==> src/rtl/rob_pkg.sv <==
`timescale 1ns/1ps
package rob_pkg;
  typedef enum logic [1:0] {
    K_REG    = 2'd0,
    K_STORE  = 2'd1,
    K_BRANCH = 2'd2,
    K_RSVD   = 2'd3
  } rob_kind_e;
endpackage

==> src/rtl/rob_ptrs.sv <==
`timescale 1ns/1ps
module rob_ptrs #(
  parameter int DEPTH = 8,
  localparam int IDXW = $clog2(DEPTH)
) (
  input  logic            clk,
  input  logic            rst,
  input  logic            alloc_go,
  input  logic            commit_go,
  input  logic            mp_go,
  input  logic [IDXW-1:0] mp_tag,
  output logic [IDXW-1:0] head_idx,
  output logic [IDXW-1:0] tail_idx,
  output logic [IDXW:0]   count,
  output logic            full
);
  logic [IDXW:0]   head_q, tail_q;
  logic [IDXW-1:0] keep_dist;
  logic [IDXW:0]   one_w;

  assign one_w     = {{IDXW{1'b0}}, 1'b1};
  assign keep_dist = mp_tag - head_q[IDXW-1:0];
  assign head_idx  = head_q[IDXW-1:0];
  assign tail_idx  = tail_q[IDXW-1:0];
  assign count     = tail_q - head_q;
  assign full      = (count == (IDXW+1)'(DEPTH));

  always_ff @(posedge clk) begin
    if (rst) begin
      head_q <= '0;
      tail_q <= '0;
    end else begin
      if (commit_go)
        head_q <= head_q + one_w;
      if (mp_go)
        tail_q <= head_q + {1'b0, keep_dist} + one_w;
      else if (alloc_go)
        tail_q <= tail_q + one_w;
    end
  end

  AST_NO_OVERFLOW: assert property (@(posedge clk) disable iff (rst)
    count <= (IDXW+1)'(DEPTH));
  AST_NO_ALLOC_FULL: assert property (@(posedge clk) disable iff (rst)
    alloc_go |-> !full);
  AST_HEAD_STEP: assert property (@(posedge clk) disable iff (rst)
    (head_q != $past(head_q)) |-> (head_q == $past(head_q) + one_w));
endmodule

==> src/rtl/rob_slots.sv <==
`timescale 1ns/1ps
module rob_slots
  import rob_pkg::*;
#(
  parameter int DEPTH  = 8,
  parameter int DATA_W = 32,
  parameter int AREG_W = 5,
  parameter int ADDR_W = 32,
  localparam int IDXW  = $clog2(DEPTH)
) (
  input  logic              clk,
  input  logic              rst,
  input  logic              alloc_go,
  input  logic [IDXW-1:0]   alloc_idx,
  input  rob_kind_e         alloc_kind,
  input  logic [AREG_W-1:0] alloc_reg,
  input  logic              cdb_go,
  input  logic [IDXW-1:0]   cdb_tag,
  input  logic [DATA_W-1:0] cdb_data,
  input  logic              sa_go,
  input  logic [IDXW-1:0]   sa_tag,
  input  logic [ADDR_W-1:0] sa_addr,
  input  logic              mark_go,
  input  logic [IDXW-1:0]   mark_tag,
  input  logic [IDXW-1:0]   head_idx,
  input  logic [IDXW-1:0]   lk_tag,
  output rob_kind_e         head_kind,
  output logic [AREG_W-1:0] head_reg,
  output logic [ADDR_W-1:0] head_addr,
  output logic [DATA_W-1:0] head_data,
  output logic              head_done,
  output logic              lk_done,
  output logic [DATA_W-1:0] lk_data
);
  rob_kind_e         kind_mem [DEPTH];
  logic [AREG_W-1:0] reg_mem  [DEPTH];
  logic [ADDR_W-1:0] addr_mem [DEPTH];
  logic [DATA_W-1:0] data_mem [DEPTH];
  logic [DEPTH-1:0]  dval_q, aok_q, done_v;

  // Storage arrays: single write port each, no reset, so they map to distributed RAM.
  always_ff @(posedge clk) begin
    if (alloc_go) begin
      kind_mem[alloc_idx] <= alloc_kind;
      reg_mem[alloc_idx]  <= alloc_reg;
    end
  end
  always_ff @(posedge clk) begin
    if (cdb_go) data_mem[cdb_tag] <= cdb_data;
  end
  always_ff @(posedge clk) begin
    if (sa_go) addr_mem[sa_tag] <= sa_addr;
  end

  always_ff @(posedge clk) begin
    if (rst) begin
      dval_q <= '0;
      aok_q  <= '0;
    end else begin
      if (alloc_go) begin
        dval_q[alloc_idx] <= 1'b0;
        aok_q[alloc_idx]  <= 1'b0;
      end
      if (cdb_go)  dval_q[cdb_tag]  <= 1'b1;
      if (mark_go) dval_q[mark_tag] <= 1'b1;
      if (sa_go)   aok_q[sa_tag]    <= 1'b1;
    end
  end

  for (genvar i = 0; i < DEPTH; i++) begin : g_done
    assign done_v[i] = dval_q[i] && ((kind_mem[i] != K_STORE) || aok_q[i]);
  end

  assign head_kind = kind_mem[head_idx];
  assign head_reg  = reg_mem[head_idx];
  assign head_addr = addr_mem[head_idx];
  assign head_data = data_mem[head_idx];
  assign head_done = done_v[head_idx];
  assign lk_done   = done_v[lk_tag];
  assign lk_data   = data_mem[lk_tag];
endmodule

==> src/rtl/rob_core.sv <==
`timescale 1ns/1ps
module rob_core
  import rob_pkg::*;
#(
  parameter int DEPTH  = 8,
  parameter int DATA_W = 32,
  parameter int AREG_W = 5,
  parameter int ADDR_W = 32,
  localparam int IDXW  = $clog2(DEPTH)
) (
  input  logic              clk,
  input  logic              rst,
  input  logic              alloc_valid,
  input  logic [1:0]        alloc_kind,
  input  logic [AREG_W-1:0] alloc_reg,
  output logic              alloc_ready,
  output logic [IDXW-1:0]   alloc_tag,
  input  logic              cdb_valid,
  input  logic [IDXW-1:0]   cdb_tag,
  input  logic [DATA_W-1:0] cdb_data,
  input  logic              st_addr_valid,
  input  logic [IDXW-1:0]   st_addr_tag,
  input  logic [ADDR_W-1:0] st_addr,
  input  logic              mp_valid,
  input  logic [IDXW-1:0]   mp_tag,
  input  logic [IDXW-1:0]   lk_tag,
  output logic              lk_ready,
  output logic [DATA_W-1:0] lk_data,
  output logic              rf_we,
  output logic [AREG_W-1:0] rf_idx,
  output logic [DATA_W-1:0] rf_data,
  output logic              mem_we,
  output logic [ADDR_W-1:0] mem_addr,
  output logic [DATA_W-1:0] mem_data,
  output logic              squash_valid,
  output logic [IDXW-1:0]   squash_tag
);
  logic [IDXW-1:0]   head_idx, tail_idx;
  logic [IDXW:0]     count;
  logic              full, alloc_go, commit_go, mp_go, cdb_go, sa_go;
  rob_kind_e         head_kind;
  logic [AREG_W-1:0] head_reg;
  logic [ADDR_W-1:0] head_addr;
  logic [DATA_W-1:0] head_data, lk_raw;
  logic              head_done, lk_done;

  function automatic logic live(input logic [IDXW-1:0] t, input logic [IDXW-1:0] h,
                                input logic [IDXW:0] n);
    logic [IDXW-1:0] off;
    off = t - h;
    return ({1'b0, off} < n);
  endfunction

  assign alloc_ready = !full && !mp_valid;
  assign alloc_tag   = tail_idx;
  assign alloc_go    = alloc_valid && alloc_ready;
  assign mp_go       = mp_valid && live(mp_tag, head_idx, count);
  assign cdb_go      = cdb_valid && live(cdb_tag, head_idx, count);
  assign sa_go       = st_addr_valid && live(st_addr_tag, head_idx, count);
  assign commit_go   = (count != '0) && head_done;

  rob_ptrs #(.DEPTH(DEPTH)) ptrs_i (
    .clk(clk), .rst(rst), .alloc_go(alloc_go), .commit_go(commit_go),
    .mp_go(mp_go), .mp_tag(mp_tag), .head_idx(head_idx), .tail_idx(tail_idx),
    .count(count), .full(full)
  );

  rob_slots #(.DEPTH(DEPTH), .DATA_W(DATA_W), .AREG_W(AREG_W), .ADDR_W(ADDR_W)) slots_i (
    .clk(clk), .rst(rst), .alloc_go(alloc_go), .alloc_idx(tail_idx),
    .alloc_kind(rob_kind_e'(alloc_kind)), .alloc_reg(alloc_reg),
    .cdb_go(cdb_go), .cdb_tag(cdb_tag), .cdb_data(cdb_data),
    .sa_go(sa_go), .sa_tag(st_addr_tag), .sa_addr(st_addr),
    .mark_go(mp_go), .mark_tag(mp_tag), .head_idx(head_idx), .lk_tag(lk_tag),
    .head_kind(head_kind), .head_reg(head_reg), .head_addr(head_addr),
    .head_data(head_data), .head_done(head_done), .lk_done(lk_done), .lk_data(lk_raw)
  );

  always_ff @(posedge clk) begin
    if (rst) begin
      rf_we        <= 1'b0;
      mem_we       <= 1'b0;
      squash_valid <= 1'b0;
      lk_ready     <= 1'b0;
      rf_idx       <= '0;
      rf_data      <= '0;
      mem_addr     <= '0;
      mem_data     <= '0;
      squash_tag   <= '0;
      lk_data      <= '0;
    end else begin
      rf_we        <= commit_go && (head_kind == K_REG);
      mem_we       <= commit_go && (head_kind == K_STORE);
      if (commit_go) begin
        rf_idx   <= head_reg;
        rf_data  <= head_data;
        mem_addr <= head_addr;
        mem_data <= head_data;
      end
      squash_valid <= mp_go;
      if (mp_go) squash_tag <= mp_tag;
      lk_ready     <= lk_done && live(lk_tag, head_idx, count);
      lk_data      <= (lk_done && live(lk_tag, head_idx, count)) ? lk_raw : '0;
    end
  end

  AST_ONE_COMMIT: assert property (@(posedge clk) disable iff (rst)
    $onehot0({rf_we, mem_we}));
  AST_COMMIT_HAS_ENTRY: assert property (@(posedge clk) disable iff (rst)
    (rf_we || mem_we) |-> ($past(count) != '0));
  AST_SQUASH_ECHO: assert property (@(posedge clk) disable iff (rst)
    mp_go |=> (squash_valid && squash_tag == $past(mp_tag)));
  AST_NO_ALLOC_ON_MP: assert property (@(posedge clk) disable iff (rst)
    mp_valid |-> !alloc_ready);
endmodule

==> config.mk <==
export PLATFORM = sky130hd
export DESIGN_NAME = rob_core
export DESIGN_NICKNAME = d
export VERILOG_FILES = /design/src/rtl/rob_pkg.sv /design/src/rtl/rob_ptrs.sv /design/src/rtl/rob_slots.sv /design/src/rtl/rob_core.sv
export SDC_FILE = /design/constraint.sdc
export NUM_CORES = 1
export LEC_CHECK = 0
export BUFFER_PORTS_ARGS = -buffer_cell sky130_fd_sc_hd__buf_4
export CORE_UTILIZATION = 35
export DETAILED_ROUTE_END_ITERATION = 12
export PLACE_DENSITY_LB_ADDON = 0.2
export SYNTH_ARGS = -nofsm -noshare
export SYNTH_HDL_FRONTEND = slang
export SYNTH_HIERARCHICAL = 1
export SYNTH_SLANG_ARGS = --single-unit
==> constraint.sdc <==
create_clock -name clk -period 8.3 [get_ports clk]
set_input_delay 1.66 -clock clk [delete_from_list [all_inputs] [get_ports clk]]
set_output_delay 1.66 -clock clk [all_outputs]
set_load 0.005 [all_outputs]
==> reports/metrics.cfg, run 1 <==
[yosys]
syn_area_per_cell_um2=17.9
yosysMostFrequentCell=edfxtp_1
ys_seq_elements=700
synth_commonest_cells=568 x edfxtp_1, 206 x mux4_2, 159 x nand2_1
yosysUniqueCellTypes=51
synth_nets=1754
async_flop_share=0
yosys-top-cells-area=edfxtp_1 58%, mux4_2 16%, dfxtp_1 9.0%
ys_warn_count=6
syn_inst=1637
synthFlopType=edfxtp_1
netlist.area_leader.share=0.583
yosysSeqAreaShare=0.673
synth_edf_count=568
synth_top_cell_by_area=edfxtp_1
syn_area_um2=29300

[detailed_routing]
wirelength_um=71900
firstDrtPassIters=5
first_iter_violations=1008
post_drt_wl_per_cell_um=24.1
antenna_left=0
vias=15500
drc_errors=0
vias_per_cell=5.20

[clock_network]
numCtsBuffers=78
clk-insertion-delay-late_ns=0.63
cts_buffer_depth=3
cts_hold_buf=0
clk_pin_slew_ns=0.06
cts_tree=built
cts_sinks=700
htree_num_levels=3
clockRootBuffer=clkbuf_16
cts_setup_buffers=0
cts_resized=0

[hold_path]
hold_path_class=register to register
min_delay_path_depth=2

[critical_path]
reg2regPathDepth=10
cp_slowest_cell=dfxtp_4
end_kind=output pin
crit_family=flip-flops
crit_type=register to output pin
startpoint_type=register
cp_max_fo=39
worst_path_largest_cell_delay_ns=0.87
path_common_cell=a21oi_1
crit_cells=7
path_cells=inv_1 > ha_1 > a21oi_1 > a21oi_1 > nor4_2 > nor2_1 > buf_4
arrival_ns=2.97
cp.buffers_inverters=2
crit_required_ns=6.64

[timing]
fin_skew_ns=0.0192
period_needed_ns=4.63
fin_crit_sh=0.558
tns_ns=0
maxSlewViolCount=0
setup_viol=0
rsz0062_at_grt=false
tightestPinTransition_ns=1.05
hold_viol=0
fmax_mhz=216
max-slew-margin-rel=0.299

[grt]
grt_max_degree=155
grt_pass1_vias=16600
grt.overflow.total=0
grt_pass1_wl_um=108000
track_usage=0.171
antenna_found_initial=5

[die]
core_region_area_um2=82400
initial_utilization=0.355
die_w_um=291
die_area_um2=84800
io_pins=233
rows=105
die_h_um=291

[placement]
place.gp.congestion=0.758
dp.cells=2838
io_buffers=232
dp_hpwl_um=42000

[pwr]
leakage_nw=11.4
irDropWorstVdd_mv=0.194
powerDensity_nw_per_um2=295

[status]
status=finished, final reports clean

[final_layout]
drive_above_1_share=0.372
final_nets=1965
area_delta_synth_final_pct=17.9
final_cells=2984

[job]
drv_cap=0

-- worst register-to-register path, cell delays in order (launching register included) --
cell and delay [ns]:
dfxtp_4 0.87, inv_1 0.24, ha_1 0.40, xor2_1 0.36
inv_1 0.22, ha_1 0.33, o21ai_0 0.08, a22o_1 0.18
nand2b_1 0.24, nor3_2 0.76, buf_4 0.56
-- state kept, by name, summed over array words and instances, names as in the netlist, 4 cells and up --
register / count
slots_i/kind_mem: 16
rf_idx: 5
mem_addr: 32
slots_i/dval_q: 8
slots_i/reg_mem: 40
slots_i/addr_mem: 256
lk_data: 32
ptrs_i/head_q: 4
mem_data: 32
slots_i/aok_q: 8
ptrs_i/tail_q: 4
slots_i/data_mem: 256
-- power by group --
group          internal, mW  switching [mW]
sequential             4.18           0.172
combinational          1.08            1.34
clock                  2.01            1.41
total                  7.27            2.92
-- placed cells by master (no fill, tap or decap), drive strengths merged, types with 7 or more instances in the layout --
cell	instances
nor2	36
clkinv	26
clkbuf	105
ha	21
mux2	103
fa	7
a21oi	90
nand2	159
xor2	10
buf	260
inv	39
mux4	206
nor2b	10
xnor2	8
dfxtp	132
nand2b	17
edfxtp	568
nor3b	40
-- metal layers --
| layer | GRT usage | part of all wire |
|---|---|---|
| met1 | 0.233 | 0.45 |
| met2 | 0.279 | 0.48 |
| met3 | 0.0304 | 0.046 |
| met4 | 0.0506 | 0.020 |
| met5 | 0 | 0.00057 |
-- cell type report --
| type | instances | area (µm²) |
|---|---|---|
| multi-input cells | 772 | 8790 |
| well taps | 1070 | 1340 |
| diodes | 1 | 2.50 |
| clock inverters | 40 | 422 |
| repair buffers | 260 | 1980 |
| fillers | 7308 | 47900 |
| clock buffers | 105 | 2130 |
| flip-flops and latches | 700 | 19700 |
| inverters | 36 | 135 |
-- through the flow --
step | utilization | instance area [µm²] | hold slack [ns] | setup slack, ns | total power, mW
floorplan | - | 29300 | 0.440 | 2.49 | 6.02
global placement | 0.388 | 31900 | 0.443 | 3.19 | 6.85
detailed placement | 0.388 | 31900 | 0.447 | 3.14 | 6.90
CTS | 0.419 | 34500 | 0.455 | 3.61 | 10.3
global route | 0.419 | 34500 | 0.475 | 3.34 | 10.7
finish | 0.419 | 34500 | 0.455 | 3.67 | 10.2
-- kinds of logic (layout without fill, tap and decap cells) --
| group | count (synthesis) | in the layout | synth area share |
|---|---|---|---|
| compound gates | 124 | 124 | 0.0251 |
| xor+xnor | 18 | 18 | 0.00539 |
| fa+ha+maj | 28 | 28 | 0.0138 |
| buf+inv | 165 | 441 | 0.0306 |
| flops | 700 | 700 | 0.673 |
| mux | 314 | 314 | 0.205 |
| other cells | 0 | 1 | 0 |
| simple gates | 288 | 288 | 0.0473 |
-- worst paths after layout --
| check | slack (ns) | to | start |
|---|---|---|---|
| setup / recovery | 3.67 | alloc_ready | ptrs_i/head_q[2]$_SDFFE_PP0P_ |
| hold reg to reg | 0.46 | mem_addr[16]$_SDFFE_PP0P_ | mem_addr[16]$_SDFFE_PP0P_ |
| hold / removal | 0.46 | mem_addr[16]$_SDFFE_PP0P_ | mem_addr[16]$_SDFFE_PP0P_ |
| setup reg to reg | 3.68 | slots_i/data_mem[0][24]$_DFFE_PP_ | ptrs_i/head_q[2]$_SDFFE_PP0P_ |
No activity file was read; power rests on OpenSTA's default activity.
==> run 2, diff against run 1 <==
ABC_AREA = 1   (was default)
clock period = 4.56 ns   (was 8.3 ns; I/O delays follow)
==> run 2 against run 1 <==
  * Sequential power is 77% higher
  * Synthesized cell count grew 81%
  * Critical path depth increased by 7
  * Final area rose by 2.6%
  * Via count rose by 43%
  * Worst hold slack improved by 0.025 ns
  * Flip-flop and latch count unchanged
  * Combinational power increased by 39%
  * Utilization fell by 0.53 points
  * Clock-buffer cell count grew 8
  * Non-clock buffer count up 13
  * Sequential share of layout area down 1.4 points
  * Largest cell class unchanged
  * Highest routed layer unchanged
==> reports/metrics.cfg, run 2 <==
[status]
status=finished, final reports clean  ; unchanged

[critical_path]
regToRegEndpoint=slots_i/data_mem[0][8]$_DFFE_PP_  ; was slots_i/data_mem[0][24]$_DFFE_PP_
arrival_ns=3.91  ; was 2.97 ns
path_cells=inv_1 > fa_1 > xnor2_1 > inv_1 > inv_1 > ha_1 > nand2_1 > o21ai_0 > nor2_1 > inv_1 > nor2_1 > inv_1 > nor3_4 > buf_4  ; was inv_1 > ha_1 > a21oi_1 > a21oi_1 > nor4_2 > nor2_1 > buf_4
crit_required_ns=4.80  ; was 6.64 ns
crit_type=register to register  ; was register to output pin
reg2regPathDepth=14  ; was 10
worst_path_largest_cell_delay_ns=0.60  ; was 0.87 ns
path_common_cell=inv_1  ; was a21oi_1
startpoint_type=register  ; unchanged
end_kind=register  ; was output pin
cp_slowest_cell=dfxtp_4  ; unchanged
cp_max_fo=36  ; was 39
rrSetupSlack_ns=0.88  ; was 3.68 ns
r2r-start=ptrs_i/head_q[1]$_SDFFE_PP0P_  ; was ptrs_i/head_q[2]$_SDFFE_PP0P_

[yosys]
synth_commonest_cells=568 x edfxtp_1, 483 x nor2_1, 475 x o21ai_0  ; was 568 x edfxtp_1, 206 x mux4_2, 159 x nand2_1
ys_seq_elements=700  ; unchanged
synthFlopType=edfxtp_1  ; unchanged
synth_top_cell_by_area=edfxtp_1  ; unchanged
yosysMostFrequentCell=edfxtp_1  ; unchanged
syn_inst=2964  ; was 1,637
ys_warn_count=6  ; unchanged
syn_area_um2=30400  ; was 29,300 µm²
synth_edf_count=568  ; unchanged
yosysSeqAreaShare=0.648  ; was 0.673
syn_area_per_cell_um2=10.3  ; was 17.9 µm²
async_flop_share=0  ; unchanged
netlist.area_leader.share=0.561  ; was 0.583
synth_nets=3081  ; was 1,754
yosys-top-cells-area=edfxtp_1 56%, dfxtp_1 8.7%, o21ai_0 7.8%  ; was edfxtp_1 58%, mux4_2 16%, dfxtp_1 9.0%
yosysUniqueCellTypes=38  ; was 51

[hold_path]
hold_end=mem_addr[1]$_SDFFE_PP0P_  ; was mem_addr[16]$_SDFFE_PP0P_
hold_path_class=register to register  ; unchanged
hold_start=mem_addr[1]$_SDFFE_PP0P_  ; was mem_addr[16]$_SDFFE_PP0P_
min_delay_path_depth=2  ; unchanged

[clock_network]
cts_buffer_depth=3  ; unchanged
clk-insertion-delay-late_ns=0.61  ; was 0.63 ns
clk_pin_slew_ns=0.05  ; was 0.06 ns
clockRootBuffer=clkbuf_16  ; unchanged
cts_resized=0  ; unchanged
cts_sinks=700  ; unchanged
cts_hold_buf=0  ; unchanged
numCtsBuffers=78  ; unchanged
cts_tree=built  ; unchanged
htree_num_levels=3  ; unchanged
cts_setup_buffers=0  ; unchanged

[grt]
grt_pass1_vias=21900  ; was 16,600
use_met3=0.0330  ; was 0.0304
grt_max_degree=211  ; was 155
use_met2=0.309  ; was 0.279
track_usage=0.192  ; was 0.171
grt_pass1_wl_um=132000  ; was 108,000 µm
top_usage_layer=met2  ; unchanged
grt.overflow.total=0  ; unchanged
antenna_found_initial=10  ; was 5
grt_util_met1=0.264  ; was 0.233

[placement]
place_ws_ns=0.799  ; was 3.14 ns
place.gp.congestion=0.836  ; was 0.758
dp.cells=4159  ; was 2,838
dp_hpwl_um=50100  ; was 42,000 µm
io_buffers=232  ; unchanged

[detailed_routing]
antenna_left=0  ; unchanged
vias_per_cell=5.14  ; was 5.20
first_iter_violations=1616  ; was 1,008
drc_errors=0  ; unchanged
wirelength_um=86100  ; was 71,900 µm
firstDrtPassIters=6  ; was 5
post_drt_wl_per_cell_um=20.0  ; was 24.1 µm
vias=22100  ; was 15,500

[timing]
tightestPinTransition_ns=1.19  ; was 1.05 ns
rsz0062_at_grt=false  ; unchanged
holdWs_ns=0.481  ; was 0.455 ns
setup_viol=0  ; unchanged
worst_slack_ns=0.884  ; was 3.67 ns
max-slew-margin-rel=0.208  ; was 0.299
fin_skew_ns=0.0197  ; was 0.0192 ns
tns_ns=0  ; unchanged
fmax_mhz=272
fin_crit_sh=0.806
hold_viol=0  ; unchanged
maxSlewViolCount=0  ; unchanged
period_needed_ns=3.68

[die]
core_region_area_um2=85500  ; was 82,400 µm²
die_h_um=297  ; was 291 µm
die_area_um2=88000  ; was 84,800 µm²
io_pins=233  ; unchanged
initial_utilization=0.355  ; about the same
die_w_um=297  ; was 291 µm
rows=107  ; was 105

[final_layout]
final_cells=4305  ; was 2,984
drive_above_1_share=0.140  ; was 0.372
layout_common_cells=568 x edfxtp_1, 475 x o21ai_0, 471 x nor2_1, 400 x nand2_1, 261 x buf_4  ; was 568 x edfxtp_1, 258 x buf_4, 206 x mux4_2, 159 x nand2_1, 129 x dfxtp_1
area_delta_synth_final_pct=16.4  ; was 17.9%
final_common_cell=edfxtp_1  ; unchanged
postLayoutCoreUtil=0.414  ; was 0.419
reg_top3=slots_i/addr_mem x256, slots_i/data_mem x256, slots_i/reg_mem x40  ; unchanged
final_nets=3212  ; was 1,965

[job]
drv_cap=0  ; unchanged

[pwr]
leakage_nw=13.1  ; was 11.4 nW
irDropWorstVdd_mv=0.254  ; was 0.194 mV
powerDensity_nw_per_um2=487  ; was 295 nW/µm²

## run 2: cell types whose count changed after synthesis, moves of 137 or more
| cell | previous run | this run |
|---|---|---|
| nand2_1 | 159 | 400 |
| o21ai_0 | 2 | 475 |
| mux4_2 | 206 | 0 |
| nor2_1 | 36 | 483 |
| o21ai_1 | 0 | 146 |
| inv_1 | 35 | 172 |
## run 2: critical path: cells and delay by family (launching register included)
kind	cells	cell delay (ns)
buffers and inverters	6	1.20
adders and majority gates	2	0.74
DFF	1	0.60
and+or+nand+nor	4	0.47
xor gates and xnor gates	1	0.19
AOI/OAI and AO/OA	1	0.08
## run 2: how the worst max path moves through the flow
| stage | start | cells after the start | to | slack [ns] |
|---|---|---|---|---|
| 2_1_floorplan | st_addr_tag[0] | 14 | slots_i/addr_mem[2][0]$_DFFE_PP_ | 0.27 |
| 3_3_place_gp | cdb_tag[0] | 15 | slots_i/data_mem[0][10]$_DFFE_PP_ | 0.80 |
| 3_5_place_dp | cdb_tag[0] | 14 | slots_i/data_mem[0][8]$_DFFE_PP_ | 0.80 |
| 4_1_cts | ptrs_i/head_q[1]$_SDFFE_PP0P_ | 12 | slots_i/data_mem[0][8]$_DFFE_PP_ | 0.88 |
| 5_1_grt | ptrs_i/head_q[1]$_SDFFE_PP0P_ | 14 | slots_i/dval_q[0]$_SDFF_PP0_ | 0.53 |
| 6_report | ptrs_i/head_q[1]$_SDFFE_PP0P_ | 14 | slots_i/data_mem[0][8]$_DFFE_PP_ | 0.88 |
## run 2: logic make-up (layout without fill, tap and decap cells)
| logic type | after synthesis | in the layout | synth area share |
|---|---|---|---|
| and+or+nand+nor | 959 | 959 | 0.124 |
| xor gates and xnor gates | 15 | 15 | 0.00432 |
| buffers and inverters | 399 | 592 | 0.0642 |
| other | 0 | 4 | 0 |
| DFF | 700 | 700 | 0.648 |
| adders and majority gates | 28 | 28 | 0.0133 |
| AOI/OAI and AO/OA | 863 | 863 | 0.146 |
## run 2: per-stage QoR
| stage | instance area [µm²] | total power, mW |
|---|---|---|
| after CTS | 35400 | 17.4 |
| after floorplan | 30400 | 9.98 |
| after global placement | 32900 | 11.1 |
| final | 35400 | 17.2 |
| after global routing | 35400 | 18.1 |
| after detailed placement | 32900 | 11.2 |
## run 2: final cells by class
class,count,area [µm²]
Timing Repair Buffer,273,2200
Sequential cell,700,19700
Tap cell,1144,1430
Inverter,177,676
Clock buffer,113,2220
Clock inverter,29,284
Antenna cell,4,10.0
Fill cell,8187,50200
Multi-Input combinational cell,1865,8860
## run 2: report_power, final
| part | internal, mW | switching (mW) | leakage [nW] |
|---|---|---|---|
| Sequential | 7.47 | 0.261 | 6.20 |
| Clock | 3.66 | 2.50 | 1.20 |
| Combinational | 1.12 | 2.22 | 5.65 |
## run 2: metal layers
| metal | wire, µm | share of wire |
|---|---|---|
| met1 | 39000 | 0.45 |
| met5 | 68 | 0.00079 |
| met2 | 39900 | 0.46 |
| met4 | 1990 | 0.023 |
| met3 | 5200 | 0.060 |
